File: config.mk
export PLATFORM = sky130hd
export DESIGN_NAME = hz_decode_fwd
export DESIGN_NICKNAME = d
export VERILOG_FILES = /design/src/rtl/hz_pkg.sv /design/src/rtl/hz_src_match.sv /design/src/rtl/hz_operand_sel.sv /design/src/rtl/hz_stall_gen.sv /design/src/rtl/hz_decode_fwd.sv
export SDC_FILE = /design/constraint.sdc
export NUM_CORES = 1
export LEC_CHECK = 0
export BUFFER_PORTS_ARGS = -buffer_cell sky130_fd_sc_hd__clkbuf_2
export CAP_MARGIN = 30
export CELL_PAD_IN_SITES_DETAIL_PLACEMENT = 1
export CELL_PAD_IN_SITES_GLOBAL_PLACEMENT = 2
export CORE_MARGIN = 2
export CORE_UTILIZATION = 21
export DETAILED_ROUTE_END_ITERATION = 6
export GPL_TIMING_DRIVEN = 0
export PLACE_DENSITY_LB_ADDON = 0.2
export SLEW_MARGIN = 20
export SYNTH_ARGS = -nofsm -noshare
export SYNTH_HDL_FRONTEND = slang
export SYNTH_SLANG_ARGS = --single-unit
File: constraint.sdc
create_clock -name vclk -period 3.5
set_clock_uncertainty 0.2 [all_clocks]
set_input_delay 0.175 -clock vclk [all_inputs]
set_output_delay 0.175 -clock vclk [all_outputs]
set_load 0.03 [all_outputs]
File: src/rtl/hz_pkg.sv
package hz_pkg;
   typedef enum logic [1:0] {
      FWD_RF  = 2'b00,
      FWD_EX  = 2'b01,
      FWD_MEM = 2'b10
   } fwd_sel_e;
endpackage

File: src/rtl/hz_src_match.sv
// Compares one producer stage against one consumer source number.
module hz_src_match #(
   parameter int unsigned REG_AW         = 5,
   parameter bit          ZERO_REG_FIXED = 1'b1
) (
   input  logic [REG_AW-1:0] src,
   input  logic [REG_AW-1:0] dst,
   input  logic              wr,
   output logic              hit
);
   logic same;
   assign same = (src == dst);

   generate
      if (ZERO_REG_FIXED) begin : g_zero_fixed
         assign hit = wr && same && (src != '0);
      end else begin : g_zero_plain
         assign hit = wr && same;
      end
   endgenerate
endmodule

File: src/rtl/hz_operand_sel.sv
// Chooses the operand source for one Decode operand.
module hz_operand_sel
   import hz_pkg::*;
#(
   parameter int unsigned REG_AW         = 5,
   parameter bit          ZERO_REG_FIXED = 1'b1
) (
   input  logic [REG_AW-1:0] src,
   input  logic [REG_AW-1:0] ex_dst,
   input  logic              ex_wr,
   input  logic              ex_is_load,
   input  logic [REG_AW-1:0] mem_dst,
   input  logic              mem_wr,
   output fwd_sel_e          sel,
   output logic              load_hazard
);
   logic ex_hit;
   logic mem_hit;
   logic ex_usable;

   hz_src_match #(.REG_AW(REG_AW), .ZERO_REG_FIXED(ZERO_REG_FIXED)) i_ex_match (
      .src(src), .dst(ex_dst), .wr(ex_wr), .hit(ex_hit)
   );

   hz_src_match #(.REG_AW(REG_AW), .ZERO_REG_FIXED(ZERO_REG_FIXED)) i_mem_match (
      .src(src), .dst(mem_dst), .wr(mem_wr), .hit(mem_hit)
   );

   // Load data only exists from Memory onward.
   assign ex_usable   = ex_hit && !ex_is_load;
   assign load_hazard = ex_hit &&  ex_is_load;

   always_comb begin
      if (ex_usable)    sel = FWD_EX;
      else if (mem_hit) sel = FWD_MEM;
      else              sel = FWD_RF;
   end
endmodule

File: src/rtl/hz_stall_gen.sv
// Merges per-operand load hazards into front-end hold and Execute bubble.
module hz_stall_gen #(
   parameter int unsigned N_SRC = 2
) (
   input  logic [N_SRC-1:0] hazard,
   output logic             hold_front,
   output logic             bubble_ex
);
   logic any_hazard;
   assign any_hazard = |hazard;
   assign hold_front = any_hazard;
   assign bubble_ex  = any_hazard;
endmodule

File: src/rtl/hz_decode_fwd.sv
module hz_decode_fwd
   import hz_pkg::*;
#(
   parameter int unsigned REG_AW         = 5,
   parameter bit          ZERO_REG_FIXED = 1'b1
) (
   input  logic [REG_AW-1:0] src_a,
   input  logic [REG_AW-1:0] src_b,
   input  logic [REG_AW-1:0] ex_dst,
   input  logic              ex_wr,
   input  logic              ex_is_load,
   input  logic [REG_AW-1:0] mem_dst,
   input  logic              mem_wr,
   output logic [1:0]        sel_a,
   output logic [1:0]        sel_b,
   output logic              hold_front,
   output logic              bubble_ex
);
   localparam int unsigned N_SRC = 2;

   generate
      if (REG_AW < 1 || REG_AW > 8) begin : g_bad_width
         $error("hz_decode_fwd: REG_AW must be within 1..8");
      end
   endgenerate

   logic [REG_AW-1:0] src_vec [N_SRC];
   fwd_sel_e          sel_vec [N_SRC];
   logic [N_SRC-1:0]  hazard_vec;

   assign src_vec[0] = src_a;
   assign src_vec[1] = src_b;

   generate
      for (genvar g = 0; g < N_SRC; g++) begin : g_operand
         hz_operand_sel #(.REG_AW(REG_AW), .ZERO_REG_FIXED(ZERO_REG_FIXED)) i_sel (
            .src        (src_vec[g]),
            .ex_dst     (ex_dst),
            .ex_wr      (ex_wr),
            .ex_is_load (ex_is_load),
            .mem_dst    (mem_dst),
            .mem_wr     (mem_wr),
            .sel        (sel_vec[g]),
            .load_hazard(hazard_vec[g])
         );
      end
   endgenerate

   assign sel_a = sel_vec[0];
   assign sel_b = sel_vec[1];

   hz_stall_gen #(.N_SRC(N_SRC)) i_stall (
      .hazard    (hazard_vec),
      .hold_front(hold_front),
      .bubble_ex (bubble_ex)
   );
endmodule

==> metrics.md <==
| Metric | Value |
|---|---|
| Io pins | 29 |
| DRT iter0 DRCs | 4 |
| Met3 wire length | 59 µm |
| RSZ-0062 raised after global routing | false |
| Crit-path slowest cell | nor4b_1 |
| Seq Cell Count | 0 |
| RePlAce Congestion | 0.7139 |
| Routed wl met2 | 544 µm |
| Area growth, synth to finish | 47.14% |
| Clock buffers | 0 |
| Die W | 44.85 µm |
| Dpl hpwl | 1035 µm |
| Setup TNS | 0 ns |
| P_sw | 0.00002659 W |
| Post-Synth Adder-Cell Area | 0% |
| Drt via density | 4.802 |
| Comb power frac | 100.0% |
| Final hold slack | 0.5234 ns |
| Initial Utilization | 22.73% |
| # rows | 14 |
| Sequential share of power | 0% |
| Final setup fails | 0 |
| Detail Route Antenna Nets | 0 |
| Remaining Overflow, GRT | 0 |
| CP bufs+invs | 4 |
| Register Area | 0 µm² |
| Netlist Area Pre-Place | 350.3 µm² |
| Fmax | 0.4938 GHz |
| Vias in the first global route | 421 |
| Drt wl/cell | 11.69 µm |
| Crit-path max FO | 3 |
| Post-Synth XOR/XNOR Area | 42.50% |
| DRC errors left | 0 |
| Largest net degree at the start of global routing | 5 |
| Crit start category | primary input |
| Critical Path RT | 3.12 ns |
| CP cell instances | clkbuf_2, inv_1, a222oi_1, nor4b_1, and2_1, buf_4, clkbuf_2 |
| Commonest non-fill, non-tap cell in the layout | clkbuf_2 |
| Global-route wire length before repair | 1773 µm |
| Top cell family by delay on the critical path | simple AND/OR/NAND/NOR gates |
| WS Path Type | primary input to output port |
| Tcrit/Tclk final | 57.86% |
| Mux share of post-synthesis cell area | 0% |
| Yosys cell types | 20 |
| Met1 wire length | 460 µm |
| Hold_sp | mem_wr |
| Post_cts resized | 0 |
| Post-DP Area | 515.5 µm² |
| Final slew viol count | 0 |
| Post-CTS setup buffers | 0 |
| Simple-gate portion of the synthesized area | 37.86% |
| Power share of the clock group | 0% |
| Fin nets | 100 |
| Die Area | 2011 µm² |
| Syn Area/Cell | 7.616 µm² |
| Slew margin rel. | 64.19% |
| Final Hold Violating Endpoints | 0 |
| Hold_buf cts | 0 |
| Most frequent CP cell | clkbuf_2 |
| Worst Tran Pin Value | 0.5296 ns |
| YS warnings | 0 |
| Die height | 44.85 µm |
| Commonest non-fill, non-tap cells in the layout | clkbuf_2, xnor2_1, xor2_1, inv_1 |
| Final Power | 0.00005385 W |
| All-layer global routing usage | 11.28% |
| Outcome | complete, no violations |
| Hold EP | sel_a[1] |
| Largest family of logic cells by synthesized area | XOR/XNOR gates |
| Worst hold path depth | 4 |
| Seq/Total Area, Yosys | 0% |
| Fraction of layout cells with a size suffix above 1 | 48.00% |
| Core Region | 1541 µm² |
| Initial antenna violation count | 0 |
| WP data arrival | 1.65 ns |
| Pre-Repair DR Iteration Count | 4 |
| IO buf count | 29 |
| Pint | 0.00002726 W |
| Pleak | 0.2414 nW |
| Antenna diode instance count | 0 |
| Critical path's largest stage delay | 0.49 ns |
| Post-Route WL | 1064 µm |
| Fin area | 515.5 µm² |
| Mapped Cells | 46 |
| Via count | 437 |
| Highest metal used | met3 |
| Min cycle time layout | 2.025 ns |
| Post-synthesis compound-gate area fraction | 8.929% |
| Hold Crit Class | primary input to output port |
| CP Capture Type | output port |
| Max rail drop VDD | 0.03351 mV |
| Sw frac | 49.38% |
| Max Cap Violations | 0 |
| Pwr Density | 104.5 nW/µm² |
| Synth Net Count | 69 |
==> per-layer routing <==
| metal | up-vias | GRT usage [%] |
|---|---|---|
| met5 | - | 0 |
| met2 | 14 | 20.87 |
| met4 | 0 | 0 |
| met3 | 0 | 1.200 |
| li1 | 220 | - |
| met1 | 203 | 14.94 |
==> power by group through the flow <==
| stage | clock network (W) | logic [W] | registers [W] |
|---|---|---|---|
| 4_1_cts | 0 | 0.0000551 | 0 |
| 3_3_place_gp | 0 | 0.0000547 | 0 |
| 2_1_floorplan | 0 | 0.0000283 | 0 |
| 6_report | 0 | 0.0000538 | 0 |
| 5_1_grt | 0 | 0.0000602 | 0 |
| 3_5_place_dp | 0 | 0.0000548 | 0 |
==> metrics by stage <==
stage          utilization [%]  setup slack, ns  std cells
2_1_floorplan                -            1.582         46
3_3_place_gp             33.44            1.407         91
3_5_place_dp             33.44            1.456         91
4_1_cts                  33.44            1.438         91
5_1_grt                  33.44            1.268         91
6_report                 33.44            1.475         91
==> worst max path at each step <==
stage          cells past startpoint         end  startpoint
5_1_grt                            7    sel_b[0]    src_b[0]
3_5_place_dp                       7    sel_b[0]    src_b[0]
4_1_cts                            7  hold_front    src_b[0]
6_report                           7    sel_b[0]    src_b[0]
3_3_place_gp                       7    sel_b[0]    src_b[0]
2_1_floorplan                      4    sel_a[1]    src_a[0]
==> synth_stat cells (all sizes together) <==
master | count | share of area (%)
buf | 3 | 6.4
a222oi | 1 | 2.9
nand4 | 3 | 5.4
o2111ai | 1 | 2.5
nor4b | 2 | 6.8
nor4 | 2 | 5.4
xnor2 | 13 | 33
nand2 | 2 | 2.1
and2 | 1 | 1.8
nor2 | 3 | 5.4
or4 | 3 | 7.5
a21oi | 1 | 1.4
o21a | 1 | 2.1
inv | 4 | 4.3
xor2 | 4 | 10
nand2b | 2 | 3.6
==> area by class of cell <==
cell class / count / area, µm²
Multi-Input combinational cell: 39 / 312.8
Tap cell: 16 / 20.02
Fill cell: 213 / 1026
Inverter: 4 / 15.01
Buffer: 3 / 22.52
Timing Repair Buffer: 29 / 145.1
==> worst min-delay path, cell delays in order <==
cell and delay [ns]:
clkbuf_2 0.09, nand2_1 0.07, nor4_2 0.05, clkbuf_2 0.17
==> kinds of logic after synthesis <==
kind of cell,count (synthesis)
buffers and inverters,7
AND/OR/NAND/NOR,18
AO/OA/AOI/OAI,4
XOR/XNOR,17
No activity file was read; power rests on OpenSTA's default activity.
